==> src/rtl/dac_cfg_pkg.sv <==
// Shared constants, types and the configuration table for the DAC loader.
// Assumes a 15-bit register address space and 16-bit register data.
package dac_cfg_pkg;

    localparam int unsigned N_CFG = 33;
    localparam int unsigned AW    = 15;
    localparam int unsigned DW    = 16;
    localparam int unsigned IDX_W = $clog2(N_CFG);

    localparam logic [AW-1:0] COMMIT_ADDR = 15'h001D;
    localparam logic [DW-1:0] COMMIT_DATA = 16'h0001;

    typedef struct packed {
        logic [AW-1:0] addr;
        logic [DW-1:0] data;
    } cfg_pair_t;

    typedef enum logic [2:0] {
        SQ_WRITE,
        SQ_COMMIT,
        SQ_TRIG,
        SQ_VERIFY,
        SQ_DONE
    } seq_state_t;

    // Table entry by index. Sample-memory words keep the 12-bit sample in [15:4].
    function automatic cfg_pair_t cfg_entry(input logic [IDX_W-1:0] idx);
        cfg_pair_t p;
        case (idx)
            6'd0:  p = '{15'h0000, 16'h0000};
            6'd1:  p = '{15'h0001, 16'h0E00};
            6'd2:  p = '{15'h0002, 16'h0400};
            6'd3:  p = '{15'h0003, 16'h0000};
            6'd4:  p = '{15'h0007, 16'h4000};
            6'd5:  p = '{15'h0008, 16'h0000};
            6'd6:  p = '{15'h000C, 16'h1F00};
            6'd7:  p = '{15'h000D, 16'h0010};
            6'd8:  p = '{15'h000E, 16'h0000};
            6'd9:  p = '{15'h001E, 16'h0000};
            6'd10: p = '{15'h001F, 16'h0000};
            6'd11: p = '{15'h0020, 16'h000E};
            6'd12: p = '{15'h0025, 16'h0000};
            6'd13: p = '{15'h0027, 16'h1232};
            6'd14: p = '{15'h0028, 16'h0111};
            6'd15: p = '{15'h0029, 16'h0200};
            6'd16: p = '{15'h002B, 16'h0101};
            6'd17: p = '{15'h002C, 16'h0003};
            6'd18: p = '{15'h002D, 16'h0000};
            6'd19: p = '{15'h0031, 16'h0000};
            6'd20: p = '{15'h0035, 16'h4000};
            6'd21: p = '{15'h0037, 16'h7E00};
            6'd22: p = '{15'h003E, 16'h0750};
            6'd23: p = '{15'h003F, 16'h7500};
            6'd24: p = '{15'h0043, 16'h0000};
            6'd25: p = '{15'h0044, 16'h0002};
            6'd26: p = '{15'h0045, 16'h0000};
            6'd27: p = '{15'h0047, 16'h0000};
            6'd28: p = '{15'h005C, 16'h0FA0};
            6'd29: p = '{15'h005D, 16'h0000};
            6'd30: p = '{15'h005E, 16'h0000};
            6'd31: p = '{15'h005F, 16'h7FFF};
            6'd32: p = '{15'h6000, 16'h7FF0};
            default: p = '{15'h0000, 16'h0000};
        endcase
        return p;
    endfunction

    // Readback compare mask: reserved low bits of two control registers are skipped.
    function automatic logic [DW-1:0] cmp_mask(input logic [AW-1:0] a);
        return ((a == 15'h0001) || (a == 15'h0002)) ? 16'hFFF8 : 16'hFFFF;
    endfunction

endpackage

==> src/rtl/cfg_table.sv <==
// Configuration table lookup: gives the address, data and compare mask of one entry.
// Assumes the index stays below N_CFG; out-of-range entries read as zero.
module cfg_table
    import dac_cfg_pkg::*;
(
    input  logic [IDX_W-1:0] idx,
    output cfg_pair_t        pair,
    output logic [DW-1:0]    mask
);

    // Pure lookup, no state.
    always_comb begin
        pair = cfg_entry(idx);
        mask = cmp_mask(pair.addr);
    end

endmodule

==> src/rtl/spi_frame_engine.sv <==
// One 32-bit serial frame for each go pulse: CS low, 32 SCLK cycles, CS high, then a gap.
// Assumes CLK_DIV is even and at least 2. SCLK idles low. MOSI moves on the falling
// edge and MISO is sampled on the rising edge. abort ends a frame at once and still
// enforces the gap. fin pulses when the gap has elapsed; rx_data holds the last 16 bits read.
module spi_frame_engine #(
    parameter int unsigned CLK_DIV  = 8,
    parameter int unsigned GAP_SCLK = 4
) (
    input  logic        clk,
    input  logic        rst_n,
    input  logic        go,
    input  logic        abort,
    input  logic [31:0] frame_in,
    input  logic        miso,
    output logic        idle,
    output logic        fin,
    output logic [15:0] rx_data,
    output logic        sclk,
    output logic        mosi,
    output logic        cs_n
);

    localparam int unsigned HALF    = CLK_DIV / 2;
    localparam int unsigned HW      = (HALF > 1) ? $clog2(HALF) : 1;
    localparam int unsigned GAP_CYC = GAP_SCLK * CLK_DIV;
    localparam int unsigned GW      = $clog2(GAP_CYC + 1);

    typedef enum logic [1:0] {E_IDLE, E_SHIFT, E_GAP} eng_state_t;

    eng_state_t      st;
    logic [31:0]     sh;
    logic [15:0]     rx;
    logic [4:0]      bitn;
    logic [HW-1:0]   dcnt;
    logic [GW-1:0]   gcnt;
    logic            sclk_q;
    logic            cs_q;
    logic            fin_q;

    // Frame sequencing: divider, shifting, CS framing and the inter-frame gap.
    always_ff @(posedge clk) begin
        if (!rst_n) begin
            st     <= E_IDLE;
            sh     <= '0;
            rx     <= '0;
            bitn   <= '0;
            dcnt   <= '0;
            gcnt   <= '0;
            sclk_q <= 1'b0;
            cs_q   <= 1'b1;
            fin_q  <= 1'b0;
        end else begin
            fin_q <= 1'b0;
            if (abort) begin
                st     <= E_GAP;
                cs_q   <= 1'b1;
                sclk_q <= 1'b0;
                gcnt   <= '0;
            end else begin
                case (st)
                    E_IDLE: begin
                        if (go) begin
                            st     <= E_SHIFT;
                            sh     <= frame_in;
                            cs_q   <= 1'b0;
                            sclk_q <= 1'b0;
                            dcnt   <= '0;
                            bitn   <= '0;
                        end
                    end
                    E_SHIFT: begin
                        if (dcnt == HW'(HALF - 1)) begin
                            dcnt <= '0;
                            if (!sclk_q) begin
                                sclk_q <= 1'b1;
                                rx     <= {rx[14:0], miso};
                            end else begin
                                sclk_q <= 1'b0;
                                if (bitn == 5'd31) begin
                                    cs_q <= 1'b1;
                                    st   <= E_GAP;
                                    gcnt <= '0;
                                end else begin
                                    sh   <= {sh[30:0], 1'b0};
                                    bitn <= bitn + 5'd1;
                                end
                            end
                        end else begin
                            dcnt <= dcnt + HW'(1);
                        end
                    end
                    E_GAP: begin
                        if (gcnt == GW'(GAP_CYC - 1)) begin
                            st    <= E_IDLE;
                            fin_q <= 1'b1;
                        end else begin
                            gcnt <= gcnt + GW'(1);
                        end
                    end
                    default: st <= E_IDLE;
                endcase
            end
        end
    end

    assign idle    = (st == E_IDLE);
    assign fin     = fin_q;
    assign rx_data = rx;
    assign sclk    = sclk_q;
    assign mosi    = sh[31];
    assign cs_n    = cs_q;

    // Checker counter: clocks with CS high, saturating at the gap length.
    logic [GW-1:0] hi_cnt;
    always_ff @(posedge clk) begin
        if (!rst_n)
            hi_cnt <= GW'(GAP_CYC);
        else if (!cs_q)
            hi_cnt <= '0;
        else if (hi_cnt != GW'(GAP_CYC))
            hi_cnt <= hi_cnt + GW'(1);
    end


    cs_gap_chk: assert property (@(posedge clk) disable iff (!rst_n)
        $fell(cs_n) |-> (hi_cnt >= GW'(GAP_CYC)));


    mosi_hold_chk: assert property (@(posedge clk) disable iff (!rst_n)
        (!cs_n && sclk && $past(sclk)) |-> $stable(mosi));

endmodule

==> src/rtl/trig_timer.sv <==
// Active-low trigger pulse generator: a fire pulse holds the line low for TRIG_CYC clocks.
// Assumes TRIG_CYC >= 1. abort returns the line high at once. fin pulses when the pulse ends.
module trig_timer #(
    parameter int unsigned TRIG_CYC = 1000
) (
    input  logic clk,
    input  logic rst_n,
    input  logic fire,
    input  logic abort,
    output logic trig_n,
    output logic fin
);

    localparam int unsigned TW = $clog2(TRIG_CYC + 1);

    logic [TW-1:0] cnt;
    logic          trig_q;
    logic          fin_q;

    // Low-phase timing of the trigger line.
    always_ff @(posedge clk) begin
        if (!rst_n) begin
            trig_q <= 1'b1;
            cnt    <= '0;
            fin_q  <= 1'b0;
        end else begin
            fin_q <= 1'b0;
            if (abort) begin
                trig_q <= 1'b1;
                cnt    <= '0;
            end else if (fire) begin
                trig_q <= 1'b0;
                cnt    <= '0;
            end else if (!trig_q) begin
                if (cnt == TW'(TRIG_CYC - 1)) begin
                    trig_q <= 1'b1;
                    fin_q  <= 1'b1;
                end else begin
                    cnt <= cnt + TW'(1);
                end
            end
        end
    end

    assign trig_n = trig_q;
    assign fin    = fin_q;


    trig_refire_chk: assert property (@(posedge clk) disable iff (!rst_n)
        !trig_n |-> !fire);

endmodule

==> src/rtl/dac_cfg_seq.sv <==
// DAC bring-up sequencer: writes the table, commits, triggers, then optionally reads back.
// Assumes one DAC on the bus. start restarts everything from table entry 0.
// Reset behaves like start, so the sequence runs as soon as reset releases.
module dac_cfg_seq
    import dac_cfg_pkg::*;
#(
    parameter int unsigned CLK_DIV   = 8,
    parameter int unsigned GAP_SCLK  = 4,
    parameter int unsigned TRIG_CYC  = 1000,
    parameter int unsigned VERIFY_EN = 1
) (
    input  logic          clk,
    input  logic          rst_n,
    input  logic          start,
    input  logic          miso,
    output logic          sclk,
    output logic          mosi,
    output logic          cs_n,
    output logic          trig_n,
    output logic          done,
    output logic          err,
    output logic [AW-1:0] err_addr
);

    seq_state_t        st;
    logic [IDX_W-1:0]  idx;
    logic              wait_f;
    logic              done_q;
    logic              err_q;
    logic [AW-1:0]     err_addr_q;

    cfg_pair_t         pair;
    logic [DW-1:0]     mask;
    logic [31:0]       frame;
    logic              need_frame;
    logic              go;
    logic              eng_idle;
    logic              eng_fin;
    logic [15:0]       rx_data;
    logic              fire;
    logic              trig_fin;
    logic              last_idx;
    logic              mismatch;
    seq_state_t        after_trig;

    cfg_table u_tab (
        .idx  (idx),
        .pair (pair),
        .mask (mask)
    );

    spi_frame_engine #(
        .CLK_DIV  (CLK_DIV),
        .GAP_SCLK (GAP_SCLK)
    ) u_eng (
        .clk      (clk),
        .rst_n    (rst_n),
        .go       (go),
        .abort    (start),
        .frame_in (frame),
        .miso     (miso),
        .idle     (eng_idle),
        .fin      (eng_fin),
        .rx_data  (rx_data),
        .sclk     (sclk),
        .mosi     (mosi),
        .cs_n     (cs_n)
    );

    trig_timer #(
        .TRIG_CYC (TRIG_CYC)
    ) u_trig (
        .clk    (clk),
        .rst_n  (rst_n),
        .fire   (fire),
        .abort  (start),
        .trig_n (trig_n),
        .fin    (trig_fin)
    );

    // Step after the trigger: the readback pass or straight to completion.
    if (VERIFY_EN != 0) begin : g_verify
        assign after_trig = SQ_VERIFY;
    end else begin : g_noverify
        assign after_trig = SQ_DONE;
    end

    // Frame contents for the current step and the handshake with the engine.
    always_comb begin
        case (st)
            SQ_WRITE:  frame = {1'b0, pair.addr, pair.data};
            SQ_COMMIT: frame = {1'b0, COMMIT_ADDR, COMMIT_DATA};
            SQ_VERIFY: frame = {1'b1, pair.addr, 16'h0000};
            default:   frame = '0;
        endcase
        need_frame = (st == SQ_WRITE) || (st == SQ_COMMIT) || (st == SQ_VERIFY);
        go         = need_frame && eng_idle && !wait_f && !start;
        fire       = (st == SQ_COMMIT) && wait_f && eng_fin && !start;
        last_idx   = (idx == IDX_W'(N_CFG - 1));
        mismatch   = ((rx_data ^ pair.data) & mask) != '0;
    end

    // Step sequencing, readback comparison and the result flags.
    always_ff @(posedge clk) begin
        if (!rst_n || start) begin
            st         <= SQ_WRITE;
            idx        <= '0;
            wait_f     <= 1'b0;
            done_q     <= 1'b0;
            err_q      <= 1'b0;
            err_addr_q <= '0;
        end else begin
            if (go)
                wait_f <= 1'b1;
            case (st)
                SQ_WRITE: begin
                    if (wait_f && eng_fin) begin
                        wait_f <= 1'b0;
                        if (last_idx) st <= SQ_COMMIT;
                        else          idx <= idx + IDX_W'(1);
                    end
                end
                SQ_COMMIT: begin
                    if (wait_f && eng_fin) begin
                        wait_f <= 1'b0;
                        st     <= SQ_TRIG;
                    end
                end
                SQ_TRIG: begin
                    idx <= '0;
                    if (trig_fin) begin
                        st     <= after_trig;
                        done_q <= (after_trig == SQ_DONE);
                    end
                end
                SQ_VERIFY: begin
                    if (wait_f && eng_fin) begin
                        wait_f <= 1'b0;
                        if (mismatch && !err_q) begin
                            err_q      <= 1'b1;
                            err_addr_q <= pair.addr;
                        end
                        if (last_idx) begin
                            st     <= SQ_DONE;
                            done_q <= 1'b1;
                        end else begin
                            idx <= idx + IDX_W'(1);
                        end
                    end
                end
                default: st <= SQ_DONE;
            endcase
        end
    end

    assign done     = done_q;
    assign err      = err_q;
    assign err_addr = err_addr_q;


    trig_cs_chk: assert property (@(posedge clk) disable iff (!rst_n)
        !trig_n |-> cs_n);


    trig_order_chk: assert property (@(posedge clk) disable iff (!rst_n)
        $fell(trig_n) |-> ($past(st) == SQ_COMMIT));


    done_idle_chk: assert property (@(posedge clk) disable iff (!rst_n)
        done |-> (trig_n && cs_n));


    err_hold_chk: assert property (@(posedge clk) disable iff (!rst_n)
        (err && !start) |=> (err && $stable(err_addr)));


    restart_chk: assert property (@(posedge clk) disable iff (!rst_n)
        start |=> (cs_n && !done && !err));

endmodule

==> config.mk <==
export PLATFORM = sky130hd
export DESIGN_NAME = dac_cfg_seq
export DESIGN_NICKNAME = d
export VERILOG_FILES = /design/src/rtl/dac_cfg_pkg.sv /design/src/rtl/cfg_table.sv /design/src/rtl/spi_frame_engine.sv /design/src/rtl/trig_timer.sv /design/src/rtl/dac_cfg_seq.sv
export SDC_FILE = /design/constraint.sdc
export NUM_CORES = 1
export LEC_CHECK = 0
export ABC_AREA = 1
export CORE_AREA = 5 5 135 137
export DETAILED_ROUTE_END_ITERATION = 16
export DIE_AREA = 0 0 140 142
export DONT_BUFFER_PORTS = 1
export PLACE_DENSITY = 0.5
export SLEW_MARGIN = 15
export SYNTH_ARGS = -nofsm -noshare
export SYNTH_HDL_FRONTEND = slang
export SYNTH_SLANG_ARGS = --single-unit
==> constraint.sdc <==
create_clock -name clk -period 6.9 [get_ports clk]
set_input_delay 0.69 -clock clk [delete_from_list [all_inputs] [get_ports clk]]
set_output_delay 0.69 -clock clk [all_outputs]
set_load 0.02 [all_outputs]
==> results.md, run 1 <==
* Register area share after synthesis at 41.3%
* CTS Buffer Depth at 2
* Area of the mapped netlist at 5810 um^2
* Final RePlAce weighted congestion at roughly 0.85
* Post-synth top area share at between 40% and 50%
* I/O pin cnt at 25
* Fill cells at 1818
* Synthesized instance count at 816
* Worst Min Path Start: rst_n
* Nets at around 820
* Worst VDD drop at between 0.15 and 0.2 mV
* Area Growth Syn to Fin at 12.2%
* Layout cells sized above 1 at between 7 and 8%
* CP bufs+invs at 4
* First-pass DRT Iterations at 5
* Dpl ws at 3.44 ns
* Final Hold Viols at 0
* Critical path startpoint category: flop
* Combinational Power Share at roughly 3.5%
* Period utilisation layout at roughly 50%
* Via count at just over 5000
* Die area at between 15000 and 20000 um^2
* Drt total wl at roughly 14 mm
* Post-DP HPWL at approximately 10 mm
* Net Sw Frac at roughly 22%
* Fin crit period at about 3.5 ns
* Clk Latency, worst-skew pair at around 0.42 ns
* Reg2Reg Launch Point: u_eng.st[1]
* CP Max Fanout at 50
* Antenna-violating nets left at 0
* EDFF count, synth at 0
* Setup Skew at 0.00858 ns
* R2r worst-path depth at 10
* CTS Sinks at 120
* Most common cell in the netlist: nand2_1
* Setup crit end kind: flop
* Number of post-CTS setup repair buffers at 0
* DRT iter0 DRCs at 343
* CP startpoint: u_eng.st[1]
* Top post-synthesis cells by count: nand2_1, dfxtp_1, a21oi_1
* Root Buffer Master: clkbuf_16
* Mean Syn Cell Area at a little over 7 um^2
* PD cells at ~260 nW/um^2
* H-tree Lvls at 4
* CTS buffer count at 17
* Total power draw at 0.00168 W
* Clock Power Share at a little over half
* Register share of total power at 42.9%
* Synth top area cells: dfxtp_1, nand2_1, a21oi_1, o21ai_0, nand3_1
* #FFs+latches synth at between 100 and 150
* Die width at 140 um
* Largest net degree at the start of global routing at 51
* First-pass GRT wire length at 24.2 mm
* Die H at approximately 140 um
* Slowest-stage cell, CP: inv_1
* RSZ-0062 raised after global routing: false
* Diode count at 0
* Synthesis Warnings at 0
* Setup Total Neg Slack at 0 ns
* Pins Over Slew Limit at 0
* Final Util at around two fifths
* IO buf count at 0
* F_max at approximately 0.29 GHz
* Status: finished, final reports clean
* Static Leak at between 2 and 3 nW
* Worst path top cell family by delay: buffers and inverters
* CORE AREA at ~17000 um^2
* Std cell rows at 48
* Max cap viols at 0
* Least-Margin Pin Slew at 0.788 ns
* Worst EP required at between 7 and 8 ns
* CP dominant cell by count: inv_1
* Vias in the first global route at roughly 4800
* Min-delay worst type: in -> reg
* WL per Instance at about 14 um
* Initial antenna violation count at 0
* Grt ovf at 0
* Critical Path Stages at 10
* Total track usage at about 15%
* CTS tree: done
* Sw power at ~0.00037 W
* Final setup fails at 0
* Register clock-pin slew on the reported worst setup and hold paths at ~0.060 ns
* Starting Density at around 34%
* Drt drc at 0
* Internal power at approximately 0.0013 W
* Vias/cell at around 4.9
* Final Worst Setup Slack at between 3 and 4 ns
* Min-Delay Path Depth at 2
* Largest area contributor in the netlist: dfxtp_1
* Critical-path cell list: inv_1, nand2_1, inv_1, nand2_1, nand4_1, inv_1, nor2_2, inv_2, o21ai_0, a31oi_1
* Critical path data arrival time at roughly 3.7 ns
* Prevailing post-synth register cell: dfxtp_1
* Worst path max stage delay at approximately 0.76 ns
* PostCTS Resize Cnt at 0
* Slew HR at a little under half
* Post-CTS Hold Fix Bufs at 0
* Critical path class: reg -> reg
* Netlist cell types at 41
* Async S/R FF share, synth at 0%
[per-stage QoR]
step,hold slack (ns),cells,area [um^2]
finish,0.405,1042,6520
global route,0.394,1042,6520
CTS,0.385,1042,6520
detailed placement,0.457,1010,5920
global placement,0.455,1010,5920
floorplan,0.435,821,5830
[area by class of cell]
type                    count  area (um^2)  area share, %
clock buffers              21          460           7.06
clock inverters            11          146           2.24
inverters                  91          342           5.24
multi-input cells         574         2890           44.3
flip-flops and latches    120         2400           36.8
well taps                 225          282           4.32
[sequential cells by signal (all words and copies together), names as in the netlist]
register / flops
u_eng.sh: 32
u_tab.pair: 22
u_eng.rx_data: 16
u_trig.cnt: 10
err_addr: 8
idx: 6
u_eng.gcnt: 6
u_eng.bitn: 5
st: 3
u_eng.dcnt: 2
u_eng.st: 2
done: 1
err: 1
u_eng.cs_n: 1
u_eng.fin: 1
u_eng.sclk: 1
u_trig.fin: 1
u_trig.trig_n: 1
wait_f: 1
[cell usage in the layout (no fill, tap or decap), types with 4 or more instances in the layout]
| cell | n |
|---|---|
| dfxtp_1 | 120 |
| ha_1 | 14 |
| nand2_2 | 7 |
| o21ai_1 | 4 |
| inv_2 | 12 |
| nor2_1 | 52 |
| xnor2_1 | 4 |
| a31oi_1 | 17 |
| o21ai_0 | 78 |
| conb_1 | 6 |
| o22ai_1 | 5 |
| nor4_1 | 4 |
| clkbuf_16 | 17 |
| nor3_1 | 13 |
| nand4_1 | 18 |
| xor2_1 | 5 |
| clkinvlp_4 | 5 |
| a21oi_1 | 79 |
| inv_1 | 78 |
| nand3_1 | 59 |
| nand2_1 | 182 |
[worst paths after layout]
path / endpoint / slack (ns)
hold / removal: u_eng.bitn[3] / 0.40
setup reg to reg: u_eng.sh[18] / 3.45
hold reg to reg: u_eng.sh[15] / 0.46
setup / recovery: u_eng.sh[18] / 3.45
[kinds of logic after synthesis]
family | synth area share, %
other cells | 0.0645
fa+ha+maj | 3.01
xor+xnor | 1.36
simple gates | 27.6
buf+inv | 9.27
compound gates | 17.4
flops | 41.3
[routing by layer]
layer / vias up / wire length, um / global-route usage, %
li1: 2689 / - / -
met1: 2337 / 7120 / 20.2
met2: 58 / 6500 / 23.1
met3: 17 / 454 / 4.40
met4: 0 / 231 / 5.97
met5: - / 0 / 0
[power groups by stage]
stage | clock (W) | sequential (W) | combinational [W]
after floorplan | 0 | 0.000733 | 0.0000562
after global placement | 0 | 0.000736 | 0.0000581
after detailed placement | 0 | 0.000735 | 0.0000594
after CTS | 0.000925 | 0.000721 | 0.0000596
after global routing | 0.000960 | 0.000723 | 0.0000698
final | 0.000900 | 0.000721 | 0.0000592
No activity file was read; power rests on OpenSTA's default activity.
==> run 2: changes to the inputs <==
==> constraint.sdc (replaced) <==
create_clock -name clk -period 3.2 [get_ports clk]
set_input_delay 0.32 -clock clk [delete_from_list [all_inputs] [get_ports clk]]
set_output_delay 0.32 -clock clk [all_outputs]
set_load 0.02 [all_outputs]
==> run 2 against run 1 <==
Clock skew grew 0.0021 ns. Worst hold slack lost 0.36 ns. Die area did not move. Largest cell class unchanged.
==> results.md, run 2 (synthesized netlist as in run 1, its figures left out) <==
* Critical Path Stages at 11
* Inst Count DP at roughly 1000
* PD cells at between 500 and 600 nW/um^2
* Worst path top cell family by delay: simple AND/OR/NAND/NOR gates
* Slew HR at a little over half
* Critical path data arrival time at between 3 and 4 ns
* Total track usage at 15.1%
* Critical path class: reg -> reg
* Commonest non-fill, non-tap cell in the layout: nand2_1
* Worst VDD drop at around 0.33 mV
* Grt ovf at 0
* H-tree Lvls at 4
* Vias/cell at about 5
* Std cell rows at 48
* F_max at roughly 0.35 GHz
* Post-DP HPWL at roughly 10 mm
* Die width at about 140 um
* Final setup fails at 0
* Status: finished, final reports clean
* Top sig layer: met4
* Critical path startpoint category: flop
* Largest net degree at the start of global routing at 50
* Initial antenna violation count at 0
* IO buf count at 0
* Vias in the first global route at roughly 4700
* Layout cells sized above 1 at 8.51%
* Max FFs per register at 32
* Total power draw at about 0.0036 W
* Setup Skew at 0.0107 ns
* Pins Over Slew Limit at 0
* Final Hold Viols at 0
* Routed met2 length at ~6.4 mm
* Diode count at 0
* Drt total wl at 14.6 mm
* I/O pin cnt at 25
* CTS buffer count at 17
* Met3 Wirelength at 563 um
* Area Growth Syn to Fin at 13.1%
* Starting Density at 34.3%
* Root Buffer Master: clkbuf_16
* Worst EP required at roughly 3.5 ns
* CORE AREA at between 15000 and 20000 um^2
* Via count at approximately 5100
* Setup crit end kind: flop
* CTS Buffer Depth at 2
* CTS tree: done
* Worst path max stage delay at between 0.4 and 0.5 ns
* CP Max Fanout at a little under 50
* Final Worst Setup Slack at between 0.3 and 0.4 ns
* Final RePlAce weighted congestion at approximately 0.84
* Fill cells at roughly 1800
* Clk Latency, worst-skew pair at roughly 0.42 ns
* Most frequent cells in the layout: nand2_1, dfxtp_1, a21oi_1
* Antenna-violating nets left at 0
* WL per Instance at 13.9 um
* R2r worst-path depth at 11
* Setup Total Neg Slack at 0 ns
* Drt drc at 0
* Die area at between 15000 and 20000 um^2
* Least-Margin Pin Slew at between 0.6 and 0.7 ns
* Static Leak at 2.67 nW
* DRT iter0 DRCs at around 310
* Non-filler cells, final at roughly 1000
* Nets at slightly above 800
* Slowest-stage cell, CP: nor2_2
* Period utilisation layout at 89.6%
* Met1 Wirelength at about 7.4 mm
* Max cap viols at 0
* Post-CTS Hold Fix Bufs at 0
* Hold_ws at ~0.046 ns
* Min-Delay Path Depth at 2
* Most flops, register: u_eng.sh
* CTS Sinks at 120
* First-pass GRT wire length at roughly 24 mm
* CP bufs+invs at 4
* Register clock-pin slew on the reported worst setup and hold paths at approximately 0.05 ns
* Critical-path cell list: inv_1, nand3_1, nand2_2, inv_1, nand2_1, nand4_1, inv_2, nor2_2, inv_2, o21ai_0, a31oi_1
* Dpl ws at about 0.33 ns
* Die H at 142 um
* RSZ-0062 raised after global routing: false
* Min-delay worst type: in -> reg
* Fin crit period at roughly 2.9 ns
* First-pass DRT Iterations at 4
run 2: changes by cell type in the layout (fill, tap and decap cells not counted), sizes merged:
cell,before,now
buf,0,7
clkbuf,21,23
clkinv,3,4
clkinvlp,5,2
inv,91,90
run 2: worst paths after layout:
kind	start	to	slack, ns
min	rst_n	u_eng.sh[30]	0.05
min reg2reg	u_eng.sh[23]	u_eng.sh[23]	0.46
max	st[2]	u_eng.sh[4]	0.33
max reg2reg	st[2]	u_eng.sh[4]	0.33
run 2: layer usage:
layer | track usage [%] | vias to the layer above
met5 | 0 | -
met4 | 6.58 | 0
met3 | 4.07 | 22
met2 | 22.1 | 84
met1 | 20.9 | 2302
li1 | - | 2696
run 2: report_power, final:
| group | switching, W | internal (W) |
|---|---|---|
| Sequential | 0.0000225 | 0.00153 |
| Combinational | 0.0000973 | 0.0000385 |
| Clock | 0.000649 | 0.00128 |
run 2: layout make-up:
type                       instances  area (um^2)  area share, %
multi-input combinational        574         2900           44.1
sequential                       120         2400           36.5
clock buffer                      23          478           7.27
inverter                          91          342           5.20
tap                              225          282           4.28
clock inverter                     8          120           1.83
timing repair buffer               7         52.6          0.799
run 2: worst reg2reg max path, cell delays in order (launching register included):
cell	delay, ns
dfxtp_1	0.39
inv_1	0.08
nand3_1	0.14
nand2_2	0.22
inv_1	0.20
nand2_1	0.13
nand4_1	0.23
inv_2	0.10
nor2_2	0.43
inv_2	0.43
o21ai_0	0.30
a31oi_1	0.07
run 2: timing repair:
action | in CTS | in global routing
buffers inserted | 0 | 0
resized for setup | 0 | 2
setup endpoints to repair | 0 | 5
run 2: per-stage QoR:
step	cell area [um^2]	util (%)
2_1_floorplan	5830	-
4_1_cts	6570	38.8
6_report	6580	38.8
5_1_grt	6580	38.8
3_5_place_dp	5970	35.2
3_3_place_gp	5970	35.2
